--- src/rtl/bcd3_pkg.sv ---
// Shared constants and helpers for the decimal arithmetic unit.
// Assumes the packed digit layout: units in the lowest nibble.
package bcd3_pkg;
    localparam int DIGW   = 4;
    localparam int DIGMAX = 9;

    typedef enum logic {
        OPSEL_ADD = 1'b0,
        OPSEL_SUB = 1'b1
    } opsel_e;

    // Nine's complement of one legal digit.
    function automatic logic [DIGW-1:0] nines(input logic [DIGW-1:0] d);
        return 4'(DIGMAX) - d;
    endfunction
endpackage

--- src/rtl/bcd_digit_check.sv ---
// Flags whether one 4-bit nibble is a legal decimal digit (0..9).
// Purely combinational; no assumption on the input value.
module bcd_digit_check
    import bcd3_pkg::*;
(
    input  logic [DIGW-1:0] nib,
    output logic            legal
);
    // Compare against the largest legal code.
    always_comb legal = (nib <= 4'(DIGMAX));
endmodule

--- src/rtl/bcd_digit_add.sv ---
// One decimal digit of a ripple adder: da + db + cin, decimal-corrected.
// Assumes both digit inputs are legal BCD (0..9); the sum is then 0..19.
module bcd_digit_add
    import bcd3_pkg::*;
(
    input  logic [DIGW-1:0] da,
    input  logic [DIGW-1:0] db,
    input  logic            cin,
    output logic [DIGW-1:0] dsum,
    output logic            cout
);
    logic [DIGW:0] raw;
    logic [DIGW:0] adj;

    // Binary sum, then subtract ten when it passes nine.
    always_comb begin
        raw  = {1'b0, da} + {1'b0, db} + {{DIGW{1'b0}}, cin};
        cout = (raw > 5'(DIGMAX));
        adj  = cout ? (raw - 5'd10) : raw;
        dsum = adj[DIGW-1:0];
    end
endmodule

--- src/rtl/bcd3_alu.sv ---
// Registered N-digit BCD add/subtract unit with zero and non-negative flags.
// Subtraction adds the nine's complement of B with carry-in 1; the final
// carry is 1 exactly when A >= B. A carry past the top digit is dropped.
// Illegal BCD nibbles force result 0, zero 0, positive 0 and raise bcd_err.
// Assumes inputs are settled before each rising edge.
module bcd3_alu
    import bcd3_pkg::*;
#(
    parameter int NDIG = 3
) (
    input  logic                 clk,
    input  logic                 rst_n,
    input  logic [NDIG*DIGW-1:0] opnd_a,
    input  logic [NDIG*DIGW-1:0] opnd_b,
    input  logic                 op_sub,
    output logic [NDIG*DIGW-1:0] result,
    output logic                 zero,
    output logic                 positive,
    output logic                 bcd_err
);
    localparam int W = NDIG * DIGW;

    opsel_e          opsel;
    logic [NDIG:0]   carry;
    logic [W-1:0]    b_eff;
    logic [W-1:0]    sum_w;
    logic [NDIG-1:0] a_ok;
    logic [NDIG-1:0] b_ok;
    logic            all_ok;
    logic            nonneg;

    // Decode the operation select.
    always_comb opsel = opsel_e'(op_sub);

    assign carry[0] = (opsel == OPSEL_SUB);

    for (genvar i = 0; i < NDIG; i++) begin : g_dig
        // Choose B or its nine's complement for this digit.
        always_comb b_eff[i*DIGW +: DIGW] = (opsel == OPSEL_SUB)
            ? nines(opnd_b[i*DIGW +: DIGW]) : opnd_b[i*DIGW +: DIGW];

        bcd_digit_check u_chk_a (.nib(opnd_a[i*DIGW +: DIGW]), .legal(a_ok[i]));
        bcd_digit_check u_chk_b (.nib(opnd_b[i*DIGW +: DIGW]), .legal(b_ok[i]));

        bcd_digit_add u_add (
            .da  (opnd_a[i*DIGW +: DIGW]),
            .db  (b_eff[i*DIGW +: DIGW]),
            .cin (carry[i]),
            .dsum(sum_w[i*DIGW +: DIGW]),
            .cout(carry[i+1])
        );

        // Each stored digit is a legal BCD code.
        assert_digit_legal_R9: assert property (@(posedge clk) disable iff (!rst_n)
            result[i*DIGW +: DIGW] <= 4'(DIGMAX));
    end

    // Combine legality and derive the sign of the true result.
    always_comb begin
        all_ok = (&a_ok) & (&b_ok);
        nonneg = (opsel == OPSEL_ADD) ? 1'b1 : carry[NDIG];
    end

    // Register result and flags; reset and illegal inputs give fixed values.
    always_ff @(posedge clk) begin
        if (!rst_n) begin
            result   <= '0;
            zero     <= 1'b1;
            positive <= 1'b1;
            bcd_err  <= 1'b0;
        end else if (!all_ok) begin
            result   <= '0;
            zero     <= 1'b0;
            positive <= 1'b0;
            bcd_err  <= 1'b1;
        end else begin
            result   <= sum_w;
            zero     <= (sum_w == '0);
            positive <= nonneg;
            bcd_err  <= 1'b0;
        end
    end

    // Zero flag agrees with the stored digits unless in error.
    assert_zero_match_R7: assert property (@(posedge clk) disable iff (!rst_n)
        !bcd_err |-> (zero == (result == '0)));

    // Error state carries the forced output values.
    assert_err_forced_R8: assert property (@(posedge clk) disable iff (!rst_n)
        bcd_err |-> (result == '0 && !zero && !positive));

    // A legal addition always reports a non-negative result.
    assert_add_nonneg_R6: assert property (@(posedge clk) disable iff (!rst_n)
        (!op_sub && all_ok) |=> (positive && !bcd_err));

    // Subtracting equal legal operands gives zero and non-negative.
    assert_sub_equal_R5: assert property (@(posedge clk) disable iff (!rst_n)
        (op_sub && all_ok && opnd_a == opnd_b) |=> (zero && positive && result == '0));
endmodule

--- config.mk ---
export PLATFORM = sky130hd
export DESIGN_NAME = bcd3_alu
export DESIGN_NICKNAME = d
export VERILOG_FILES = /design/src/rtl/bcd3_pkg.sv /design/src/rtl/bcd_digit_check.sv /design/src/rtl/bcd_digit_add.sv /design/src/rtl/bcd3_alu.sv
export SDC_FILE = /design/constraint.sdc
export NUM_CORES = 1
export LEC_CHECK = 0
export BUFFER_PORTS_ARGS = -buffer_cell sky130_fd_sc_hd__buf_2
export CORE_MARGIN = 1
export CORE_UTILIZATION = 50
export CTS_BUF_LIST = sky130_fd_sc_hd__clkbuf_16
export DETAILED_ROUTE_END_ITERATION = 8
export GPL_TIMING_DRIVEN = 0
export HOLD_SLACK_MARGIN = 0.12
export PLACE_DENSITY_LB_ADDON = 0.08
export SETUP_SLACK_MARGIN = 0.02
export SYNTH_ARGS = -nofsm -noshare
export SYNTH_HDL_FRONTEND = slang
export SYNTH_SLANG_ARGS = --single-unit
--- constraint.sdc ---
create_clock -name clk -period 18.5 [get_ports clk]
set_input_delay 1.85 -clock clk [delete_from_list [all_inputs] [get_ports clk]]
set_output_delay 1.85 -clock clk [all_outputs]
set_load 0.005 [all_outputs]
# Word level (Yosys, flattened, before mapping)
# Cells that the tools add are included.
# word_totals
wordCells	40
in_bits	27
reg_bits	15
output_inout_bits	15
# op_classes
n_bitwise	1
magnitude_cmp	9
add_sub_neg	12
muxes	10
n_reduce_logical	4
# op_table
operator	count
4-bit less-or-equal comparator, second input constant	6
4-bit 2-to-1 mux	6
4-bit by 4-bit adder with 5-bit output	3
5-bit by 1-bit adder with 5-bit output	3
5-bit by 4-bit > comparator with 1-bit output, second input constant	3
12-bit zero test	1
4-bit subtractor, first input constant	3
4-bit subtractor, second input constant	3
3-bit AND reduction	2
1-bit 2-to-1 mux	4
2-bit AND reduction	1
1-bit bitwise AND	1

# Depth between registers and ports, before layout
# logic_depth
ltp_word	12
depth_mapped	28
mapped_depth_nobuf	28

# By module
# Synthesis repeated with hierarchy kept, for this count alone.
# hier_totals
hier_cells	136
area_unflattened_um2	1290.0
# modules_own_cells
mod	cells_each	seq_area_each_um2	area_per_inst_um2	instances
bcd_digit_add	22	0.0	211.5	3
bcd3_alu	64	300.3	625.6	1
bcd_digit_check	1	0.0	5.0	6

# Worst setup path before layout
# Ideal clock, no wire load.
# synth_path
kind	input to register
start	input port opnd_b[1]
end	register zero
path_buffers	0
setup_ns	0.096
required_ns	18.404
t_arrival_ns	7.858
stages	28
path_slack_ns	10.546
cell_sequence	inv_1 > ha_1 > nand2_1 > o21ai_0 > ha_1 > xor2_1 > inv_1 > ha_1 > a21boi_0 > o41ai_4 > fa_1 > fa_1 > xor2_1 > inv_1 > ha_1 > a21bo_2 > and4_1 > nor2_1 > o21ai_0 > fa_1 > fa_1 > xnor2_1 > ha_1 > a31o_1 > o31a_1 > nand2b_4 > o2bb2a_2 > o41ai_2
# synth_via
elab_chain_len	12
word_cells_on_any_way	20
classes_between	add/sub (8); order compare (4); mux (5); bitwise (1); reduce/logical (2)
# synth_rtl
element	line	source
from (decl)	bcd3_alu.sv:14	input logic [NDIG*DIGW-1:0] opnd_b,
4-bit subtractor	bcd3_pkg.sv:14	return 4'(DIGMAX) - d;
4-bit 2-to-1 mux	bcd3_alu.sv:40	? nines(opnd_b[i*DIGW +: DIGW]) : opnd_b[i*DIGW +: DIGW];
4-bit by 4-bit adder with 5-bit output	bcd_digit_add.sv:17	raw = {1'b0, da} + {1'b0, db} + {{DIGW{1'b0}}, cin};
5-bit by 1-bit adder with 5-bit output	bcd_digit_add.sv:17	
5-bit by 4-bit > comparator with 1-bit output	bcd_digit_add.sv:18	cout = (raw > 5'(DIGMAX));
5-bit by 1-bit adder with 5-bit output	bcd_digit_add.sv:17	
5-bit by 4-bit > comparator with 1-bit output	bcd_digit_add.sv:18	
5-bit by 1-bit adder with 5-bit output	bcd_digit_add.sv:17	
4-bit subtractor / 5-bit by 4-bit > comparator with 1-bit output (equally long branches)	bcd_digit_add.sv:19, bcd_digit_add.sv:18	
4-bit 2-to-1 mux	bcd_digit_add.sv:19	adj = cout ? (raw - 5'd10) : raw;
12-bit zero test	bcd3_alu.sv:78	zero <= (sum_w == '0);
1-bit 2-to-1 mux *	bcd3_alu.sv:71	end else if (!all_ok) begin
to (signal assigned)	bcd3_alu.sv:78	
to (decl)	bcd3_alu.sv:17	output logic zero,
# Mark *: on every way between the ends. The rest lies on a longest branch, timed or not.
# A chain may end at the register's enable or synchronous reset.

# Final worst setup path
# layout_path
start	input port op_sub
end	register zero
# layout_via
elab_chain_len	11
word_cells_on_any_way	20
classes_between	add/sub (9); order compare (3); mux (7); reduce/logical (1)
# layout_rtl
element	line	source
from (decl)	bcd3_alu.sv:15	input logic op_sub,
4-bit 2-to-1 mux	bcd3_alu.sv:40	
4-bit by 4-bit adder with 5-bit output	bcd_digit_add.sv:17	
5-bit by 1-bit adder with 5-bit output	bcd_digit_add.sv:17	
5-bit by 4-bit > comparator with 1-bit output	bcd_digit_add.sv:18	
5-bit by 1-bit adder with 5-bit output	bcd_digit_add.sv:17	
5-bit by 4-bit > comparator with 1-bit output	bcd_digit_add.sv:18	
5-bit by 1-bit adder with 5-bit output	bcd_digit_add.sv:17	
4-bit subtractor / 5-bit by 4-bit > comparator with 1-bit output (equally long branches)	bcd_digit_add.sv:19, bcd_digit_add.sv:18	
4-bit 2-to-1 mux	bcd_digit_add.sv:19	
12-bit zero test *	bcd3_alu.sv:78	
1-bit 2-to-1 mux *	bcd3_alu.sv:71	
# Marks and branches as above.

==> reports/metrics.yaml <==
detailedRoute.firstIterationViolations: 33
num_io_pins: 42
number_of_global_route_vias_before_repair: 1357
clk_transition_reported_paths_ns: 0.05
total_setup_buffers_inserted_after_cts: 0
cts_made_buffers: 3
fp-row-count: 19
crit_path_max_fanout: 10
start_kind: "input port"
yosys.area_share.simple_pct: 15.7
layout.cells.most_common_list: "buf_2, ha_1, inv_1, nand2_1, dfxtp_1"
syn_area_mm2: 0.00144
worst_ep_arrival_time_ns: 8.69
dp_hpwl_mm: 2.68
first_pass_iters: 4
synth_top_family_by_area: "compound AO/OA/AOI/OAI gates"
timing.final.crit_period_ns: 8.54
wirelength_mm: 3.23
clock_tree.buffer_depth: 2
rsz0062_at_grt: "no"
tritoncts_num_sinks: 15
holdCritPathClass: "input port to flop"
fin_area_mm2: 0.00176
critical_path_endpoint_category: "flop"
synthMuxAreaShare_pct: 3.92
drive_above_1_share_pct: 27.5
synthDominantAreaCellType: "dfxtp_1"
min_path_cells: 2
die-area_mm2: 0.00309
final_hold_viol_count: 0
syn-instance-count: 162
synth.area.top_cells: "dfxtp_1, ha_1, fa_1"
timing.final.crit_share_pct: 46.2
tightestPinTransition_ns: 0.494
chipWidth_um: 55.6
placeableCoreArea_mm2: 0.00273
antenna_violations_before_repair: 0
setup_violations: 0
fmax_mhz: 117
initial_utilization_pct: 52.5
overflow: 0
routed-via-count: 1345
synth_fa_ha_area_share_pct: 21.8
worst_path_max_delay_cell: "fa_1"
timing.max_cap.violations: 0
drt-vias-per-instance: 5.65
port-buffer-count: 41
drc: 0
synth-seq-area-share_pct: 20.9
gpl.final_weighted_congestion: 0.876
cts_tree: "yes"
p_leak_nw: 0.911
tns_ns: 0
die_h_um: 55.6
antenna_cells: 0
yosys_synthesis_warning_count: 0
globalRouteTotalUtil_pct: 22.9
clk_root_buffer_cell: "clkbuf_16"
synth.top_cell.area_share_pct: 20.9
relSlewSlack_pct: 66.7
vdd_ir_drop_max_mv: 0.0958
final_nets: 257
placed_cell_area_mm2: 0.00168
ctsHtreeMaxLevel: 1
post_detailed_route_count_of_antenna_violating_nets: 0
status: "completed"
cellPowerDensity_mw_per_mm2: 92.1
yosys_register_bits: 15
postSynthNetCount: 211
compound_cell_area_share_of_the_yosys_netlist_pct: 25.3
synth_area_per_cell_um2: 8.86
final_common_cell: "buf_2"
nFillCells: 241
setup.worst_path.class: "input port to flop"
post_synthesis_xor_xnor_area_fraction_pct: 7.93
finalMaxSlewViolations: 0
cts_hold_buf: 0
area_growth_pct: 22.6
first_pass_grt_wire_length_mm: 5.77
cp_data_required_time_ns: 18.65
drt_wl_cell_um: 13.6
netlist-cell-type-count: 49
max_stage_delay_ns: 0.45
maximum_number_of_pins_on_one_net_before_global_route_repair: 11
post_cts_resize_count: 0
==> critical path: cells and delay by family <==
family                   cells  cell delay [ns]
buffers and inverters        4             0.73
XOR/XNOR                     3             0.71
AO/OA/AOI/OAI                9             2.03
adder cells (fa/ha/maj)      8             2.83
AND/OR/NAND/NOR              3             0.54
==> logic make-up (layout without fill, tap and decap cells) <==
kind of cell | count (synthesis) | count (layout)
xor gates and xnor gates | 13 | 13
adders and majority gates | 22 | 22
and+or+nand+nor | 46 | 46
AOI/OAI and AO/OA | 44 | 44
buffers and inverters | 17 | 62
muxes | 5 | 5
DFF | 15 | 15
==> worst paths after layout <==
kind	startpoint	endpoint	slack, ns
setup / recovery	op_sub	zero	9.96
hold / removal	rst_n	zero	1.81
==> through the flow <==
| stage | cells | utilization, % | worst slack (ns) | power, mW | hold WS (ns) |
|---|---|---|---|---|---|
| floorplan | 162 | - | 10.55 | 0.0998 | 1.91 |
| global placement | 234 | 61.4 | 9.82 | 0.116 | 2.06 |
| detailed placement | 234 | 61.4 | 9.73 | 0.119 | 2.06 |
| CTS | 238 | 64.3 | 9.97 | 0.161 | 1.81 |
| global route | 238 | 64.3 | 9.49 | 0.174 | 1.82 |
| finish | 238 | 64.3 | 9.96 | 0.162 | 1.81 |
==> cell usage after synthesis, drive strengths merged <==
master   number
o2bb2a        1
nand2b        2
and4          1
o21ai         8
nand4         1
ha           17
o21ba         1
nand2        15
dfxtp        15
a2bb2oi       2
a31o          1
a21bo         1
o31ai         2
and2          3
mux2i         3
a22oi         1
clkbuf        1
nand3         2
inv          15
o211ai        2
o31a          1
a2111o        1
or2           1
o41ai         3
nor2         13
and3b         1
and3          3
xor2          5
nand3b        1
o22ai         2
a311oi        1
a21o          6
fa            5
a31oi         1
a221oi        1
a211oi        1
buf           1
a21boi        1
xnor2         8
a21oi         6
a22o          1
nor3          3
mux2          2
==> state kept, by name, indices dropped and copies added (netlist names) <==
| register | cells |
|---|---|
| bcd_err | 1 |
| positive | 1 |
| result | 12 |
| zero | 1 |
==> final cells by class <==
type	count	area [um^2]	share of cell area (%)
clock inverter	1	5.00	0.284
buffer	2	7.51	0.427
inverter	15	56.3	3.20
tap	31	38.8	2.20
timing repair buffer	41	205	11.7
clock buffer	3	75.1	4.27
sequential	15	300	17.1
multi-input combinational	130	1070	60.9
==> metal layers <==
metal | vias up | track usage, % | wire length (um)
li1 | 669 | - | -
met1 | 629 | 26.8 | 1420
met2 | 38 | 42.3 | 1640
met3 | 9 | 2.56 | 100
met4 | 0 | 8.93 | 70
met5 | - | 0 | 0
==> power breakdown <==
| group | internal, mW | leakage (nW) | switching [mW] |
|---|---|---|---|
| sequential | 0.0338 | 0.122 | 0.000303 |
| combinational | 0.0382 | 0.748 | 0.0479 |
| clock | 0.0288 | 0.0409 | 0.0130 |
Power figures use the tool's default switching activity.
